--- config.mk ---
export PLATFORM = sky130hd
export DESIGN_NAME = lfmt_top
export DESIGN_NICKNAME = d
export VERILOG_FILES = /design/src/rtl/lfmt_pkg.sv /design/src/rtl/lfmt_narrow.sv /design/src/rtl/lfmt_quad.sv /design/src/rtl/lfmt_top.sv
export SDC_FILE = /design/constraint.sdc
export NUM_CORES = 1
export LEC_CHECK = 0
export ABC_AREA = 1
export BUFFER_PORTS_ARGS = -buffer_cell sky130_fd_sc_hd__buf_2
export CORE_UTILIZATION = 35
export CTS_BUF_LIST = sky130_fd_sc_hd__clkbuf_8 sky130_fd_sc_hd__clkbuf_16
export DETAILED_ROUTE_END_ITERATION = 16
export SYNTH_ARGS = -nofsm -noshare
export SYNTH_HDL_FRONTEND = slang
export SYNTH_SLANG_ARGS = --single-unit
--- constraint.sdc ---
create_clock -name clk_i -period 2.54 [get_ports clk_i]
set_clock_uncertainty 0.1 [all_clocks]
set_input_delay 0.508 -clock clk_i [delete_from_list [all_inputs] [get_ports clk_i]]
set_output_delay 0.508 -clock clk_i [all_outputs]
set_load 0.05 [all_outputs]
--- src/rtl/lfmt_pkg.sv ---
package lfmt_pkg;
  typedef enum logic [2:0] {
    SZ_B = 3'd0,
    SZ_H = 3'd1,
    SZ_W = 3'd2,
    SZ_D = 3'd3,
    SZ_Q = 3'd4
  } size_e;

  localparam int unsigned BYTE_W = 8;
endpackage

--- src/rtl/lfmt_narrow.sv ---
module lfmt_narrow
  import lfmt_pkg::*;
#(
  parameter int unsigned XLEN = 64
) (
  input  logic [XLEN-1:0] item_i,
  input  logic [2:0]      size_i,
  input  logic            sext_i,
  input  logic            brev_i,
  output logic [XLEN-1:0] val_o
);
  localparam int unsigned NBYTE = XLEN / BYTE_W;

  logic [XLEN-1:0] rev_d;
  logic [15:0]     h_sel;
  logic [31:0]     w_sel;
  logic            sx_on;

  // byte g of memory lands in register byte g counted from the LSB
  for (genvar g = 0; g < NBYTE; g++) begin : g_rev
    assign rev_d[g*BYTE_W +: BYTE_W] = item_i[XLEN-1-g*BYTE_W -: BYTE_W];
  end

  assign h_sel = brev_i ? rev_d[15:0] : item_i[XLEN-1 -: 16];
  assign w_sel = brev_i ? rev_d[31:0] : item_i[XLEN-1 -: 32];
  assign sx_on = sext_i & ~brev_i;

  always_comb begin
    unique case (size_i)
      SZ_B:    val_o = {{(XLEN-8){1'b0}}, item_i[XLEN-1 -: 8]};
      SZ_H:    val_o = {{(XLEN-16){h_sel[15] & sx_on}}, h_sel};
      SZ_W:    val_o = {{(XLEN-32){w_sel[31] & sx_on}}, w_sel};
      SZ_D:    val_o = brev_i ? rev_d : item_i;
      default: val_o = '0;
    endcase
  end
endmodule

--- src/rtl/lfmt_quad.sv ---
module lfmt_quad
  import lfmt_pkg::*;
#(
  parameter int unsigned XLEN = 64
) (
  input  logic [2*XLEN-1:0] data_i,
  input  logic              le_i,
  output logic [XLEN-1:0]   even_o,
  output logic [XLEN-1:0]   odd_o
);
  localparam int unsigned NBYTE = XLEN / BYTE_W;

  logic [XLEN-1:0] first_dw, second_dw, first_sw, second_sw;

  assign first_dw  = data_i[2*XLEN-1 -: XLEN];
  assign second_dw = data_i[XLEN-1:0];

  for (genvar g = 0; g < NBYTE; g++) begin : g_sw
    assign first_sw[g*BYTE_W +: BYTE_W]  = first_dw[XLEN-1-g*BYTE_W -: BYTE_W];
    assign second_sw[g*BYTE_W +: BYTE_W] = second_dw[XLEN-1-g*BYTE_W -: BYTE_W];
  end

  // little endian: swap halves and reverse bytes within each
  assign even_o = le_i ? second_sw : first_dw;
  assign odd_o  = le_i ? first_sw  : second_dw;
endmodule

--- src/rtl/lfmt_top.sv ---
module lfmt_top
  import lfmt_pkg::*;
#(
  parameter int unsigned XLEN = 64
) (
  input  logic              clk_i,
  input  logic              rst_ni,
  input  logic              valid_i,
  input  logic [2:0]        size_i,
  input  logic              sext_i,
  input  logic              brev_i,
  input  logic              le_i,
  input  logic [2*XLEN-1:0] data_i,
  output logic [XLEN-1:0]   even_o,
  output logic [XLEN-1:0]   odd_o,
  output logic              even_we_o,
  output logic              odd_we_o
);
  logic [XLEN-1:0] narrow_val, q_even, q_odd;
  logic [XLEN-1:0] even_d, odd_d;
  logic            is_q, take;

  lfmt_narrow #(.XLEN(XLEN)) u_narrow (
    .item_i (data_i[2*XLEN-1 -: XLEN]),
    .size_i (size_i),
    .sext_i (sext_i),
    .brev_i (brev_i),
    .val_o  (narrow_val)
  );

  lfmt_quad #(.XLEN(XLEN)) u_quad (
    .data_i (data_i),
    .le_i   (le_i),
    .even_o (q_even),
    .odd_o  (q_odd)
  );

  assign is_q   = (size_i == SZ_Q);
  assign take   = valid_i && (size_i <= SZ_Q);
  assign even_d = is_q ? q_even : narrow_val;
  assign odd_d  = is_q ? q_odd : '0;

  always_ff @(posedge clk_i or negedge rst_ni) begin
    if (!rst_ni) begin
      even_o    <= '0;
      odd_o     <= '0;
      even_we_o <= 1'b0;
      odd_we_o  <= 1'b0;
    end else begin
      even_we_o <= take;
      odd_we_o  <= take & is_q;
      if (take) begin
        even_o <= even_d;
        odd_o  <= odd_d;
      end
    end
  end
endmodule

* Word level (Yosys, flattened, before mapping)
Index checks and enable logic that the tools add are counted.
** Storage, ports and cells
- Bits in writable memories :: 0
- Word-level logic and storage cells :: 24
- Register bits after elaboration :: 130
- Memories kept :: 0
- Memory bits (read-only) :: 0
- Output and inout bits :: 130
- Bits in latches :: 0
** Cells by class
- Bitwise operators :: 5
- Reduce and logical (&&, ||, !) cells :: 2
- Divide/modulo/power cells :: 0
- Add/subtract/negate cells :: 0
- Mux-type cells :: 8
- Multiply operators :: 0
- $lt $le $gt $ge :: 1
- Eq/ne operators :: 4
- Shift-type cells :: 0
** Operators by type and width (number)
- $mux W64 :: 5
- $pmux W64 S4 :: 1
- $mux W32 :: 1
- $mux W16 :: 1
- $eq A3 B2 Y1 const B :: 2
- $and A1 B1 Y1 :: 4
- $eq A3 B1 Y1 const B :: 1
- $eq A3 B3 Y1 const B :: 1
- $le A3 B3 Y1 const B :: 1
- $logic_not A3 Y1 :: 1
- $logic_and A1 B1 Y1 :: 1
- $not A1 Y1 :: 1

* Depth between registers and ports, before layout
Gate-level depths: netlist of run 1.
- Word-level depth :: 5
- Gate-level depth with buffers :: 11

* Cells and area by module
From an unflattened synthesis of run 1, not the netlist that was laid out.
** Unflattened totals
- Cell total of the unflattened synthesis :: 1611
- Area total of the unflattened synthesis :: 9566.7 sq um
** By module, submodules not included
- lfmt_top :: cells each 765, area each 5835.6 sq um, sequential area each 3253.1 sq um, times used 1
- lfmt_narrow :: cells each 433, area each 1974.4 sq um, sequential area each 0.0 sq um, times used 1
- lfmt_quad :: cells each 413, area each 1756.7 sq um, sequential area each 0.0 sq um, times used 1

* Worst setup path after synthesis of run 1
No wires, ideal clock.
- Path type :: input to register
- From :: input size_i[1]
- To :: register even_o[29]
- Library setup time :: 0.072 ns
- Required time :: 2.368 ns
- Slack :: 0.755 ns
- Arrival :: 1.614 ns
- Buffers on the path :: 3
- Cell stages on the path :: 10
- Path through :: buf_2 -> nor2_2 -> nand2_2 -> inv_2 -> buf_2 -> buf_2 -> nand2_1 -> nand2_1 -> nor2_1 -> nor2_1
** On the way
- Longest elaborated chain between the ends :: 3
- Elaborated cells between the ends (all ways) :: 9
** Ends and longest elaborated chain
- start, declared :: RTL line lfmt_top.sv:9 : input logic [2:0] size_i,
- $eq A3 B2 Y1, or another cell as far along :: RTL line lfmt_narrow.sv:29 : unique case (size_i)
- $pmux W64 S4 :: RTL line lfmt_narrow.sv:29
- $mux W64 :: RTL line lfmt_top.sv:40 : assign even_d = is_q ? q_even : narrow_val;
- end signal, assigned :: RTL line lfmt_top.sv:53 : even_o <= even_d;
- end, declared :: RTL line lfmt_top.sv:14 : output logic [XLEN-1:0] even_o,
Several ways; a longest one is shown, not always the timed one.
A chain may end at the register's enable or synchronous reset.

* Worst setup path after layout of run 1
- From :: register even_o[20]
- To :: output even_o[20]
No word-level cell between the ends.

==> flow_metrics.py, run 1 <==
metrics = {
    "clock_tree": {
        "cts_tree": "built",
        "clockBufferDepth": 2,
        "numCtsBuffers": 17,
        "cts_sinks": 130,
        "worstSkewPairLatency_ps": 420,
        "clockRootBuffer": "clkbuf_16",
        "post_cts_buffers": 0,
        "clk_transition_reported_paths_ps": 60,
        "cts_max_level": 4,
    },
    "floorplan": {
        "die-height_um": 158.1,
        "die_area_mm2": 0.02499,
        "core_mm2": 0.02368,
        "initial_core_util_pct": 36.01,
        "rows": 56,
        "die_w_um": 158.1,
        "pin_count": 267,
    },
    "worst_setup_path": {
        "path_max_fanout": 2,
        "crit_slowest_cell": "dfrtp_1",
        "endpoint_kind": "output pin",
        "start_kind": "register",
        "crit_required_ps": 1930,
        "crit_buf_inv": 1,
        "crit_type": "reg2out",
        "cpPeakStageDelay_ps": 420,
        "reg2reg_from": "even_o[6]",
        "startpoint": "even_o[20]",
        "arrival_ps": 1140,
        "cp_cell_sequence": "buf_2",
        "crit_family": "flip-flops",
    },
    "synth": {
        "synth.distinct_cells": 19,
        "synth_cells": 1396,
        "yosysTopAreaCell": "dfrtp_1",
        "netlist_area_mm2": 0.008528,
        "synthTopCellsByArea": "dfrtp_1 38%, nand2_1 22%, o21ai_0 11%",
        "netlist.area_leader.share_pct": 38.15,
        "synth_seq_cells": 130,
        "avgSynthCellArea_um2": 6.109,
        "synth_nets": 1533,
        "seq_area_frac_synth_pct": 38.15,
        "yosys_warnings": 0,
    },
    "sta": {
        "finalSetupViolCount": 0,
        "finalHoldViolCount": 0,
        "fmaxAchievable_mhz": 572.2,
        "setup_tns_ps": 0,
        "finalWorstSetupSlack_ps": 792.2,
        "finalCritPeriodShare_pct": 68.81,
        "slew_viol_final": 0,
        "min_period_ps": 1748,
        "rsz0062_at_grt": "no",
        "slew_headroom_pct": 47.23,
        "tightest_slew_ps": 791.6,
    },
    "grt": {
        "busiest_layer": "met2",
        "grt_pass1_vias": 9243,
        "grt_use_met1_pct": 35.60,
        "met3_usage_pct": 4.900,
        "grt_max_degree": 88,
        "use_met2_pct": 50.29,
        "grt_pass1_wl_um": 53590,
        "antenna_found_initial": 3,
        "grt_use_total_pct": 29.36,
        "overflow": 0,
    },
    "cells_and_area": {
        "syn_to_final_growth_pct": 28.23,
        "drive_above_1_share_pct": 20.53,
        "layout_common_cells": "499 x nand2_1, 264 x buf_2, 232 x nor2_1",
        "layout_commonest_cell": "nand2_1",
        "fillers": 2612,
        "nets": 1756,
    },
    "detailed_routing": {
        "wirelength_um": 36230,
        "drc": 0,
        "ant_nets": 0,
        "vias": 9978,
        "dr.pass1.iters": 5,
        "vias_per_cell": 5.106,
        "drtIter0Drc": 889,
        "avgRoutedWirePerCell_um": 18.54,
    },
    "flow_run": {
        "drv_cap": 0,
    },
    "place": {
        "gp_congestion": 0.9961,
        "place_ws_ps": 405.8,
        "portBuffers": 266,
        "hpwl_um": 27850,
    },
    "min_path": {
        "hold_start": "data_i[15]",
        "hold_path_class": "in2reg",
    },
    "power": {
        "leakagePower_nw": 5.969,
        "power_density_mw_per_mm2": 693.7,
        "peakVddDrop_v": 0.0003442,
    },
    "outcome": {
        "status": "finished clean",
    },
}
-- state kept, by name (all words and copies together), names as in the netlist --
register and flops:
even_o 64, odd_o 64, even_we_o 1, odd_we_o 1
-- final timing paths --
path                              endpoint  slack [ps]  cells past startpoint
worst max-delay path            even_o[20]         790                      1
worst min-delay path             odd_o[15]         310                      3
worst max register to register   even_o[6]        1590                      3
worst min register to register   odd_o[32]         380                      2
max in group asynchronous        odd_o[42]        1130                      3
min in group asynchronous       even_o[31]         510                      2
-- Yosys cell counts, drive strengths merged --
master and count:
nor3 1, or2 8, and2 7, dfrtp 130, inv 90, o21ai 185, nand3 148, nand2 501
nor2 235, buf 36, clkbuf 55
-- layer usage --
layer  vias up  wire (um)
met5         -          0
met4         0       1605
met3        73       2645
met2       465      17460
met1      4603      14520
li1       4837          -
-- cell families (layout without fill, tap and decap cells) --
kind of cell / Yosys count / count (layout) / share of synthesized area, %
AO/OA/AOI/OAI: 185 / 185 / 10.99
AND/OR/NAND/NOR: 900 / 900 / 42.46
flip-flops: 130 / 130 / 38.15
other: 0 / 3 / 0
buffers and inverters: 181 / 417 / 8.407
-- worst min-delay path, cell delays in order --
cell     delay, ps
buf_2           80
o21ai_0         60
o21ai_0        140
-- final cells by class --
cell class / instances / area, um^2 / area share, %
multi-input combinational: 1085 / 4568 / 41.77
timing repair buffer: 295 / 1689 / 15.45
tap: 319 / 399.1 / 3.650
clock inverter: 15 / 254.0 / 2.323
inverter: 90 / 339.1 / 3.101
antenna: 3 / 7.507 / 0.06865
clock buffer: 17 / 425.4 / 3.890
sequential: 130 / 3253 / 29.75
-- what timing repair did --
| action | CTS | global route |
|---|---|---|
| hold buffers | 1 | 0 |
| gates resized for setup | 0 | 0 |
| hold endpoints to repair | 45 | 0 |
-- stage by stage --
step                      utilization, %  std cells  cell area [um^2]  hold WS [ps]  power, mW
after global routing               46.15       1952             10930         325.3      7.896
after global placement             43.23       1918             10240         364.0      4.707
after detailed placement           43.23       1918             10240         368.2      4.717
final                              46.18       1954             10940         306.4      7.586
after CTS                          46.14       1951             10930         291.2      7.625
after floorplan                        -       1396              8528         112.4      3.949
-- report_power, final --
group / switching (mW) / leakage (nW) / internal (mW) / total [mW]
sequential: 0.142 / 1.65 / 2.30 / 2.44
clock: 1.05 / 0.334 / 1.86 / 2.90
combinational: 1.70 / 3.99 / 0.542 / 2.25
Power figures use the tool's default switching activity.
==> run 2: changes to the inputs <==
==> constraint.sdc (replaced) <==
create_clock -name clk_i -period 1.5 [get_ports clk_i]
set_clock_uncertainty 0.1 [all_clocks]
set_input_delay 0.3 -clock clk_i [delete_from_list [all_inputs] [get_ports clk_i]]
set_output_delay 0.3 -clock clk_i [all_outputs]
set_load 0.05 [all_outputs]
==> run 2 against run 1 <==
Against the previous run:
- sequential power up 70%
- die area unchanged
- largest cell class unchanged
- routed wire length up 2.4%
- clock-buffer cell count up 1
- combinational power up 83%
- final area up 7.8%
- non-clock buffer count up 93
- sequential share of layout area down 2.2 points
- setup slack worse by 760 ps
- power up 60%
==> flow_metrics.py, run 2 (synthesis gave the netlist of run 1 again) <==
metrics = {
    "outcome": {
        "status": "finished clean",
    },
    "detailed_routing": {
        "vias_per_cell": 5.081,
        "ant_nets": 0,
        "drtIter0Drc": 1123,
        "avgRoutedWirePerCell_um": 18.12,
        "dr.pass1.iters": 8,
        "wirelength_um": 37090,
        "drc": 0,
        "vias": 10401,
    },
    "worst_setup_path": {
        "crit_family": "flip-flops",
        "crit_required_ps": 1100,
        "arrival_ps": 1060,
        "cp_cell_sequence": "buf_2",
        "crit_slowest_cell": "dfrtp_1",
        "path_max_fanout": 2,
        "endpoint_kind": "output pin",
        "crit_type": "reg2out",
        "crit_buf_inv": 1,
        "cpPeakStageDelay_ps": 360,
        "ff2ff_path_depth": 3,
        "start_kind": "register",
        "worstSetupPathDepth": 1,
    },
    "floorplan": {
        "initial_core_util_pct": 36.01,
        "pin_count": 267,
        "core_mm2": 0.02368,
        "rows": 56,
        "die_area_mm2": 0.02499,
        "die_w_um": 158.1,
        "die-height_um": 158.1,
    },
    "clock_tree": {
        "cts_max_level": 4,
        "clockBufferDepth": 2,
        "worstSkewPairLatency_ps": 430,
        "cts_tree": "built",
        "post_cts_buffers": 0,
        "cts_sinks": 130,
        "clk_transition_reported_paths_ps": 60,
        "clockRootBuffer": "clkbuf_16",
        "numCtsBuffers": 17,
    },
    "grt": {
        "overflow": 0,
        "antenna_found_initial": 5,
        "grt_use_total_pct": 30.42,
        "grt_pass1_vias": 9928,
        "grt_pass1_wl_um": 55610,
        "grt_max_degree": 66,
    },
    "cells_and_area": {
        "design_area_mm2": 0.01179,
        "drive_above_1_share_pct": 24.71,
        "stdcell_count": 2047,
        "nets": 1849,
        "layout_common_cells": "499 x nand2_1, 237 x buf_2, 232 x nor2_1",
        "layout_commonest_cell": "nand2_1",
        "biggestRegsByFlops": "even_o (64), odd_o (64)",
        "syn_to_final_growth_pct": 38.23,
    },
    "place": {
        "placed_cell_area_mm2": 0.01116,
        "gp_congestion": 0.9770,
        "hpwl_um": 29420,
        "portBuffers": 266,
        "place_inst": 2011,
    },
    "power": {
        "leakagePower_nw": 6.461,
        "power_density_mw_per_mm2": 1033,
        "peakVddDrop_v": 0.0005067,
        "finalPower_mw": 12.17,
    },
    "sta": {
        "finalSetupViolCount": 0,
        "finalHoldViolCount": 0,
        "fin_hold_ws_ps": 86.81,
        "fmaxAchievable_mhz": 682.7,
        "finalCritPeriodShare_pct": 97.65,
        "slew_viol_final": 0,
        "tightest_slew_ps": 472.4,
        "rsz0062_at_grt": "no",
        "slew_headroom_pct": 68.17,
        "min_period_ps": 1465,
    },
    "min_path": {
        "hold_path_class": "in2reg",
        "holdPathStages": 3,
    },
    "flow_run": {
        "drv_cap": 0,
    },
}
## run 2: cell count changes in the layout (fill, tap and decap cells not counted), sizes merged
cell      before  now
clkbuf        17   32
inv           92   94
buf          294  373
bufinv         6    1
clkinvlp       0    1
diode          3    4
## run 2: repair_timing
item | 4_1_cts | 5_1_grt
hold endpoints to repair | 32 | 0
hold buffers | 1 | 0
gates resized for setup | 13 | 16
endpoints found under the setup margin | 12 | 15
## run 2: power by group
part	internal [mW]	switching [mW]	leakage [nW]
Sequential	3.89	0.259	1.65
Clock	2.28	1.63	0.281
Combinational	1.20	2.91	4.53
## run 2: final timing paths
kind | from | end | slack (ps)
worst max-delay path | odd_o[9] | odd_o[9] | 40
worst min-delay path | data_i[13] | odd_o[13] | 90
worst max register to register | even_o[6] | even_o[6] | 510
worst min register to register | odd_o[26] | odd_o[26] | 380
max in group asynchronous | rst_ni | odd_o[53] | 440
min in group asynchronous | rst_ni | even_o[36] | 250
## run 2: area by class of cell
type / instances / area [um^2]
Timing Repair Buffer: 388 / 2671
Clock inverter: 13 / 98.84
Inverter: 90 / 339.1
Clock buffer: 18 / 439.2
Multi-Input combinational cell: 1085 / 4578
Fill cell: 2576 / 11890
Antenna cell: 4 / 10.01
Sequential cell: 130 / 3253
Tap cell: 319 / 399.1
## run 2: layer usage
layer / up-vias / part of all wire (%) / global-route usage [%]
met2: 472 / 49 / 52.51
met5: - / 0.081 / 0
met1: 4822 / 39 / 35.74
met4: 4 / 4.7 / 15.98
li1: 5022 / - / -
met3: 81 / 7.4 / 5.639
## run 2: metrics by stage
step	setup TNS, ps	utilization (%)	setup WS, ps
after floorplan	-200.6	-	-11.19
after global placement	-10970	47.12	-272.1
after detailed placement	-15390	47.12	-260.8
after CTS	0	49.58	0.8846
after global routing	0	49.76	0.7166
final	0	49.78	35.32
==> run 3: changes to the inputs <==
--- a/config.mk
+++ b/config.mk
@@ -7,6 +7,7 @@
 export LEC_CHECK = 0
 export ABC_AREA = 1
 export BUFFER_PORTS_ARGS = -buffer_cell sky130_fd_sc_hd__buf_2
+export CORE_MARGIN = 10
 export CORE_UTILIZATION = 35
 export CTS_BUF_LIST = sky130_fd_sc_hd__clkbuf_8 sky130_fd_sc_hd__clkbuf_16
 export DETAILED_ROUTE_END_ITERATION = 16
==> constraint.sdc (replaced) <==
create_clock -name clk_i -period 1.7 [get_ports clk_i]
set_clock_uncertainty 0.1 [all_clocks]
set_input_delay 0.34 -clock clk_i [delete_from_list [all_inputs] [get_ports clk_i]]
set_output_delay 0.34 -clock clk_i [all_outputs]
set_load 0.05 [all_outputs]
==> run 3 against run 2 <==
Against the previous run:
- final area decreased by 2.0%
- worst hold slack improved by 50 ps
- die area rose by 24%
- largest power group is now clock
- combinational power shrank 13%
- setup slack better by 63 ps
- via count fell by 1.4%
- sequential share of layout area rose by 0.56 points
- flip-flop and latch count is the same
- register-to-register slack gained 240 ps
- routed wire length rose by 6.5%
- power is 11% lower
- core utilization down 2.0 points
==> flow_metrics.py, run 3 (synthesis gave the netlist of run 1 again) <==
metrics = {
    "sta": {
        "rsz0062_at_grt": "no",
        "setup_tns_ps": 0,
        "min_period_ps": 1602,
        "fin_hold_ws_ps": 137.1,
        "tightest_slew_ps": 514.9,
        "slew_viol_final": 0,
        "finalHoldViolCount": 0,
        "finalCritPeriodShare_pct": 94.24,
        "fmaxAchievable_mhz": 624.2,
        "finalWorstSetupSlack_ps": 97.91,
        "finalSetupViolCount": 0,
        "slew_headroom_pct": 65.31,
    },
    "cells_and_area": {
        "multiInputGateArea_mm2": 0.004568,
        "biggestRegsByFlops": "even_o (64), odd_o (64)",
        "syn_to_final_growth_pct": 35.50,
        "design_area_mm2": 0.01156,
        "layout_commonest_cell": "nand2_1",
        "nets": 1828,
        "fillers": 2550,
        "layout_common_cells": "499 x nand2_1, 264 x buf_2, 232 x nor2_1",
        "drive_above_1_share_pct": 23.94,
        "seq_area_mm2": 0.003253,
    },
    "flow_run": {
        "drv_cap": 0,
    },
    "place": {
        "place_ws_ps": -56.35,
        "placed_cell_area_mm2": 0.01096,
        "portBuffers": 266,
        "gp_congestion": 0.9869,
        "hpwl_um": 31780,
    },
    "worst_setup_path": {
        "endpoint_kind": "output pin",
        "crit_family": "flip-flops",
        "start_kind": "register",
        "crit_slowest_cell": "dfrtp_1",
        "arrival_ps": 1160,
        "path_max_fanout": 2,
        "crit_required_ps": 1260,
        "cp_cell_sequence": "buf_2",
        "crit_type": "reg2out",
        "crit_buf_inv": 1,
        "cpPeakStageDelay_ps": 430,
    },
    "detailed_routing": {
        "avgRoutedWirePerCell_um": 19.46,
        "highest-signal-layer": "met5",
        "drc": 0,
        "dr.pass1.iters": 7,
        "wl_met1_um": 15490,
        "wl_met3_um": 3114,
        "wl_met2_um": 19580,
        "drtIter0Drc": 985,
        "wirelength_um": 39510,
        "ant_nets": 0,
        "vias": 10251,
        "vias_per_cell": 5.050,
    },
    "floorplan": {
        "die_area_mm2": 0.03101,
        "rows": 57,
        "pin_count": 267,
        "die_w_um": 176.1,
        "die-height_um": 176.1,
        "core_mm2": 0.02418,
        "initial_core_util_pct": 35.27,
    },
    "grt": {
        "grt_pass1_wl_um": 59260,
        "overflow": 0,
        "grt_pass1_vias": 9952,
        "grt_use_total_pct": 25.02,
        "grt_max_degree": 63,
        "antenna_found_initial": 4,
    },
    "power": {
        "power_density_mw_per_mm2": 940.9,
        "p_int_mw": 6.491,
        "switching_power_mw": 4.383,
        "p_comb_share_pct": 32.7,
        "seqPwrFrac_pct": 33.4,
        "leakagePower_nw": 6.324,
        "peakVddDrop_v": 0.0006374,
        "switching_share_pct": 40.31,
        "clock_power_share_pct": 33.9,
    },
    "clock_tree": {
        "cts_tree": "built",
        "clockBufferDepth": 2,
        "cts_sinks": 130,
        "clk_transition_reported_paths_ps": 70,
        "worstSkewPairLatency_ps": 420,
        "cts_max_level": 4,
        "numCtsBuffers": 17,
        "clockRootBuffer": "clkbuf_16",
        "cts_resized": 0,
    },
    "min_path": {
        "hold_path_class": "in2reg",
    },
    "outcome": {
        "status": "finished clean",
    },
}
-- run 3: changes by cell type in the layout (fill, tap and decap cells not counted), sizes merged --
cell | before | now
clkinv | 7 | 8
diode | 4 | 2
clkinvlp | 1 | 3
inv | 94 | 91
clkbuf | 32 | 19
buf | 373 | 366
-- run 3: path summary, 6_finish.rpt --
| check | from | to | slack, ps | cells past startpoint |
|---|---|---|---|---|
| setup / recovery | even_o[16] | even_o[16] | 100 | 1 |
| hold / removal | data_i[15] | odd_o[15] | 140 | 3 |
| setup reg to reg | even_o[7] | even_o[7] | 750 | 3 |
| hold reg to reg | odd_o[29] | odd_o[29] | 380 | 2 |
| max in group asynchronous | rst_ni | odd_o[55] | 600 | 3 |
| min in group asynchronous | rst_ni | even_o[33] | 280 | 2 |
-- run 3: cell type report --
class	instances	share of cell area, %
Clock inverter	13	1.104
Multi-Input combinational cell	1085	39.53
Tap cell	324	3.508
Inverter	90	2.934
Sequential cell	130	28.15
Antenna cell	2	0.04331
Timing Repair Buffer	367	20.81
Clock buffer	19	3.919
-- run 3: timing repair --
item | 4_1_cts | 5_1_grt
endpoints found under the hold margin | 31 | 0
hold buffers | 1 | 0
endpoints found under the setup margin | 0 | 0
buffers inserted | 0 | 0
-- run 3: worst min-delay path: stages --
cell     delay [ps]
buf_2            80
o21ai_0          50
o21ai_0         140
-- run 3: per-stage QoR --
step | power (mW) | instances | utilization [%]
final | 10.87 | 2030 | 47.80
after global routing | 11.40 | 2029 | 47.79
after CTS | 10.95 | 2028 | 47.78
after detailed placement | 7.256 | 1995 | 45.33
after global placement | 7.239 | 1995 | 45.33
after floorplan | 5.900 | 1396 | -
-- run 3: power groups by stage --
stage	clock [mW]	sequential, mW	combinational [mW]
after global placement	0	3.68	3.56
after floorplan	0	4.86	1.04
final	3.68	3.63	3.56
after CTS	3.74	3.63	3.58
after detailed placement	0	3.69	3.57
after global routing	3.90	3.67	3.82
-- run 3: layer usage --
layer	up-vias	global-route usage, %
li1	4979	-
met1	4730	29.12
met2	459	44.37
met3	79	5.617
met4	4	8.478
met5	-	0
